**src/rtl/lsu_align_pkg.sv**
```systemverilog
package lsu_align_pkg;
   typedef enum logic [1:0] {
      SZ_BYTE = 2'd0,
      SZ_HALF = 2'd1,
      SZ_WORD = 2'd2,
      SZ_RSVD = 2'd3
   } acc_size_e;

   localparam int unsigned BYTE_BITS = 8;
   localparam int unsigned HALF_BITS = 16;
endpackage

```
**src/rtl/lane_mask_gen.sv**
```systemverilog
module lane_mask_gen
   import lsu_align_pkg::*;
#(
   parameter int unsigned LANES = 4,
   parameter int unsigned OFS_W = 2
) (
   input  acc_size_e        size,
   input  logic [OFS_W-1:0] ofs,
   output logic [LANES-1:0] be,
   output logic             misalign
);
   localparam logic [LANES-1:0] ONE_LANE = LANES'(1);
   localparam logic [LANES-1:0] TWO_LANE = LANES'(3);

   logic [LANES-1:0] raw;

   always_comb begin
      unique case (size)
         SZ_BYTE: misalign = 1'b0;
         SZ_HALF: misalign = ofs[0];
         SZ_WORD: misalign = (ofs != '0);
         default: misalign = 1'b1;
      endcase
   end

   always_comb begin
      unique case (size)
         SZ_BYTE: raw = ONE_LANE << ofs;
         SZ_HALF: raw = TWO_LANE << ofs;
         SZ_WORD: raw = '1;
         default: raw = '0;
      endcase
      be = misalign ? '0 : raw;
   end
endmodule

```
**src/rtl/store_replicator.sv**
```systemverilog
module store_replicator
   import lsu_align_pkg::*;
#(
   parameter int unsigned DATA_W = 32
) (
   input  acc_size_e         size,
   input  logic [DATA_W-1:0] value,
   output logic [DATA_W-1:0] wdata
);
   localparam int unsigned LANES = DATA_W / BYTE_BITS;

   for (genvar i = 0; i < LANES; i++) begin : g_lane
      logic [BYTE_BITS-1:0] lane_q;
      always_comb begin
         unique case (size)
            SZ_BYTE: lane_q = value[BYTE_BITS-1:0];
            SZ_HALF: lane_q = value[(i % 2)*BYTE_BITS +: BYTE_BITS];
            default: lane_q = value[i*BYTE_BITS +: BYTE_BITS];
         endcase
      end
      assign wdata[i*BYTE_BITS +: BYTE_BITS] = lane_q;
   end
endmodule

```
**src/rtl/load_extractor.sv**
```systemverilog
module load_extractor
   import lsu_align_pkg::*;
#(
   parameter int unsigned DATA_W = 32,
   parameter int unsigned OFS_W  = 2
) (
   input  acc_size_e         size,
   input  logic              sext,
   input  logic [OFS_W-1:0]  ofs,
   input  logic              misalign,
   input  logic [DATA_W-1:0] word,
   output logic [DATA_W-1:0] value
);
   logic [DATA_W-1:0] shifted;
   logic              fill_b;
   logic              fill_h;

   assign shifted = word >> {ofs, 3'b000};
   assign fill_b  = sext & shifted[BYTE_BITS-1];
   assign fill_h  = sext & shifted[HALF_BITS-1];

   always_comb begin
      if (misalign) begin
         value = '0;
      end else begin
         unique case (size)
            SZ_BYTE: value = {{(DATA_W-BYTE_BITS){fill_b}}, shifted[BYTE_BITS-1:0]};
            SZ_HALF: value = {{(DATA_W-HALF_BITS){fill_h}}, shifted[HALF_BITS-1:0]};
            default: value = word;
         endcase
      end
   end
endmodule

```
**src/rtl/lsu_lane_aligner.sv**
```systemverilog
module lsu_lane_aligner
   import lsu_align_pkg::*;
#(
   parameter int unsigned DATA_W  = 32,
   parameter int unsigned REG_OUT = 1,
   localparam int unsigned LANES  = DATA_W / 8,
   localparam int unsigned OFS_W  = $clog2(DATA_W / 8)
) (
   input  logic              clk,
   input  logic              rst_n,
   input  logic [1:0]        st_size,
   input  logic [OFS_W-1:0]  st_ofs,
   input  logic [DATA_W-1:0] st_value,
   output logic [DATA_W-1:0] st_wdata,
   output logic [LANES-1:0]  st_be,
   output logic              st_misalign,
   input  logic [1:0]        ld_size,
   input  logic              ld_signed,
   input  logic [OFS_W-1:0]  ld_ofs,
   input  logic [DATA_W-1:0] ld_word,
   output logic [DATA_W-1:0] ld_value,
   output logic              ld_misalign
);
   if (DATA_W < 32 || (DATA_W & (DATA_W - 1)) != 0) begin : g_bad_width
      $error("lsu_lane_aligner: DATA_W must be a power of two of at least 32");
   end
   if (REG_OUT > 1) begin : g_bad_reg
      $error("lsu_lane_aligner: REG_OUT must be 0 or 1");
   end

   acc_size_e st_sz, ld_sz;
   assign st_sz = acc_size_e'(st_size);
   assign ld_sz = acc_size_e'(ld_size);

   logic [DATA_W-1:0] st_wdata_c, ld_value_c;
   logic [LANES-1:0]  st_be_c, ld_be_unused;
   logic              st_mis_c, ld_mis_c;

   lane_mask_gen #(.LANES(LANES), .OFS_W(OFS_W)) u_st_mask (
      .size(st_sz), .ofs(st_ofs), .be(st_be_c), .misalign(st_mis_c));

   lane_mask_gen #(.LANES(LANES), .OFS_W(OFS_W)) u_ld_mask (
      .size(ld_sz), .ofs(ld_ofs), .be(ld_be_unused), .misalign(ld_mis_c));

   store_replicator #(.DATA_W(DATA_W)) u_st_rep (
      .size(st_sz), .value(st_value), .wdata(st_wdata_c));

   load_extractor #(.DATA_W(DATA_W), .OFS_W(OFS_W)) u_ld_ext (
      .size(ld_sz), .sext(ld_signed), .ofs(ld_ofs), .misalign(ld_mis_c),
      .word(ld_word), .value(ld_value_c));

   if (REG_OUT == 1) begin : g_reg_out
      always_ff @(posedge clk) begin
         if (!rst_n) begin
            st_wdata    <= '0;
            st_be       <= '0;
            st_misalign <= 1'b0;
            ld_value    <= '0;
            ld_misalign <= 1'b0;
         end else begin
            st_wdata    <= st_wdata_c;
            st_be       <= st_be_c;
            st_misalign <= st_mis_c;
            ld_value    <= ld_value_c;
            ld_misalign <= ld_mis_c;
         end
      end

      // registered stage carries the mask and flag one cycle later
      a_r8_be_latency: assert property (@(posedge clk) disable iff (!rst_n)
         $past(rst_n) |-> (st_be == $past(st_be_c)) && (ld_misalign == $past(ld_mis_c)));
   end else begin : g_comb_out
      assign st_wdata    = st_wdata_c;
      assign st_be       = st_be_c;
      assign st_misalign = st_mis_c;
      assign ld_value    = ld_value_c;
      assign ld_misalign = ld_mis_c;
   end

   a_r6_misalign_no_enables: assert property (@(posedge clk) disable iff (!rst_n)
      st_mis_c |-> (st_be_c == '0));

   a_r1_byte_one_lane: assert property (@(posedge clk) disable iff (!rst_n)
      (st_sz == SZ_BYTE) |-> ($countones(st_be_c) == 1));

   a_r1_half_two_lanes: assert property (@(posedge clk) disable iff (!rst_n)
      (st_sz == SZ_HALF && !st_ofs[0]) |-> ($countones(st_be_c) == 2));

   a_r7_reserved_flagged: assert property (@(posedge clk) disable iff (!rst_n)
      (st_sz == SZ_RSVD) |-> (st_mis_c && st_be_c == '0));

   a_r5_byte_zero_fill: assert property (@(posedge clk) disable iff (!rst_n)
      (ld_sz == SZ_BYTE && !ld_signed) |-> (ld_value_c[DATA_W-1:8] == '0));

   a_r4_byte_sign_fill: assert property (@(posedge clk) disable iff (!rst_n)
      (ld_sz == SZ_BYTE && ld_signed) |->
         (ld_value_c[DATA_W-1:8] == {(DATA_W-8){ld_value_c[7]}}));

   a_r6_load_zero_on_misalign: assert property (@(posedge clk) disable iff (!rst_n)
      ld_mis_c |-> (ld_value_c == '0));
endmodule

```
**config.mk**
```make
export PLATFORM = sky130hd
export DESIGN_NAME = lsu_lane_aligner
export DESIGN_NICKNAME = d
export VERILOG_FILES = /design/src/rtl/lsu_align_pkg.sv /design/src/rtl/lane_mask_gen.sv /design/src/rtl/store_replicator.sv /design/src/rtl/load_extractor.sv /design/src/rtl/lsu_lane_aligner.sv
export SDC_FILE = /design/constraint.sdc
export NUM_CORES = 1
export LEC_CHECK = 0
export ABC_AREA = 0
export BUFFER_PORTS_ARGS = -buffer_cell sky130_fd_sc_hd__buf_2
export CORE_ASPECT_RATIO = 0.8
export CORE_MARGIN = 5
export CORE_UTILIZATION = 51
export DETAILED_ROUTE_END_ITERATION = 8
export GPL_ROUTABILITY_DRIVEN = 0
export HOLD_SLACK_MARGIN = 0.15
export PLACE_DENSITY_LB_ADDON = 0.15
export SETUP_SLACK_MARGIN = 0.02
export SYNTH_ARGS = -nofsm -noshare
export SYNTH_HDL_FRONTEND = slang
export SYNTH_HIERARCHICAL = 1
export SYNTH_SLANG_ARGS = --single-unit
```
**constraint.sdc**
```tcl
create_clock -name clk -period 5.54 [get_ports clk]
set_clock_uncertainty 0.1 [all_clocks]
set_input_delay 1.108 -clock clk [delete_from_list [all_inputs] [get_ports clk]]
set_output_delay 1.108 -clock clk [all_outputs]
set_load 0.01 [all_outputs]
```
==> flow_metrics.tcl <==
set metrics [dict create \
    core-area_um2 6310 \
    crit_path_top_delay_cell "or3b_1" \
    crit_chain "buf_2 -> nor3_1 -> nor2_1 -> buf_4 -> or3b_1 -> or3b_1 -> o31ai_1 -> and2_1" \
    die_x_um 99.5 \
    drt_wl_total_um 8130 \
    tightest_slew_ps 991 \
    finalSetupViolCount 0 \
    antenna_found_initial 0 \
    grt.total_usage_pct 19.9 \
    die_area_um2 8120 \
    tritoncts "done" \
    cts_setup_buffers 0 \
    antenna_cells 0 \
    status "finished clean" \
    cts.repair.resized 0 \
    cts_hold_buf 0 \
    cts_num_sinks 70 \
    cts_buffers 9 \
    ys_warn_count 6 \
    rsz0062_at_grt "no" \
    cp_top_family "simple AND/OR/NAND/NOR gates" \
    io_buffers 144 \
    wl_per_cell_um 14.9 \
    start_kind "input port" \
    setup_ws_ps 2450 \
    clk_path_buf_depth 2 \
    max_stage_delay_ps 580 \
    dpl_cell_area_um2 3880 \
    layout_min_cycle_time_ps 3090 \
    start_util_pct 51.8 \
    path_class "input port to register" \
    multi_input_area_um2 1640 \
    synth_area_per_cell_um2 9.75 \
    viasPerCell 5.04 \
    path_max_fanout 19 \
    cts_root_buf "clkbuf_8" \
    gr-total-overflow 0 \
    grt_max_degree 71 \
    drtIter0Drc 156 \
    crit_arrival_ps 3270 \
    crit_path_frequent_cell "or3b_1" \
    syn-num-nets 410 \
    crit_buf_inv 2 \
    synth_cells 335 \
    drc 0 \
    fp-row-count 26 \
    slew_violations 0 \
    preCtsSetupSlack_ps 2170 \
    finalHoldViolations 0 \
    fillers 544 \
    power.density_nw_per_um2 298 \
    min_path_type "input port to register" \
    grt_pass1_vias 2515 \
    via_count 2749 \
    ant_nets 0 \
    htreeDepth 3 \
    die_h_um 81.6 \
    leakage_uw 0.00199 \
    drv_cap 0 \
    relSlewSlack_pct 33.8 \
    design_area_um2 4120 \
    ff_latch_area_um2 1400 \
    drt_first_pass_iters 5 \
    clock.fmax_mhz 323 \
    syn-cell-area_um2 3270 \
    pin_count 145 \
    nNetsFinal 531 \
    dp_hpwl_um 6020 \
    cp.depth 8 \
    setup_tns_ps 0 \
    cp-end-kind "register" \
    final_layout_size_suffix_gt1_share_pct 50.3 \
    fin_crit_sh_pct 55.8 \
    required_ps 5720 \
    min_path_cells 2 \
    clkSlewWorstSetupHoldPaths_ps 70 \
    grt_pass1_wl_um 12700 \
    totalPowerFinal_uw 1230 \
    ir_drop_mv 0.139 \
    synthToLayoutAreaGrowth_pct 26.0 \
]
## path summary, 6_finish.rpt
check	from	endpoint	slack, ps
setup / recovery	ld_ofs[1]	ld_value[11]	2450
hold / removal	st_value[1]	st_wdata[1]	930
## layer usage
layer	global-route usage [%]	vias up	share of wire (%)
met1	26.9	1250	44
met2	30.7	111	46
li1	-	1379	-
met5	0	-	0
met4	7.23	0	1.7
met3	5.52	9	8.1
## registers in the layout, indices dropped and copies added, names as in the netlist
signal	cells
st_wdata	32
st_misalign	1
ld_value	32
st_be	4
ld_misalign	1
## power by group
| group | internal, uW | total [uW] | switching [uW] |
|---|---|---|---|
| clock | 299 | 489 | 190 |
| combinational | 95.0 | 200 | 105 |
| sequential | 531 | 537 | 5.66 |
| total | 925 | 1230 | 301 |
## area by class of cell
type / count / share of cell area (%)
Inverter: 2 / 0.182
Tap cell: 84 / 2.55
Multi-Input combinational cell: 228 / 39.8
Sequential cell: 70 / 34.0
Clock inverter: 6 / 2.64
Clock buffer: 10 / 3.10
Timing Repair Buffer: 145 / 17.7
## placed cells by master, fill, tap and decap left out, types with 2 or more instances in the layout
master and count:
a211oi_1 8, bufinv_16 3, o21ai_0 25, nor3_1 2, a221oi_1 7, mux2i_1 9, or3b_1 3, nor2_1 10
nand2_1 26, o31ai_1 9, buf_2 144, a21oi_1 12, nor2b_1 3, clkbuf_8 9, and2_1 27, clkinv_2 2
dfxtp_1 70, mux2_4 5, mux2_2 20, o22ai_1 7, and2_2 43
## through the flow
| stage | util (%) | hold slack (ps) | instances |
|---|---|---|---|
| floorplan | - | 1210 | 335 |
| global placement | 61.5 | 1270 | 529 |
| detailed placement | 61.5 | 1270 | 529 |
| CTS | 65.2 | 911 | 545 |
| global route | 65.2 | 924 | 545 |
| finish | 65.2 | 931 | 545 |
Power figures use the tool's default switching activity.
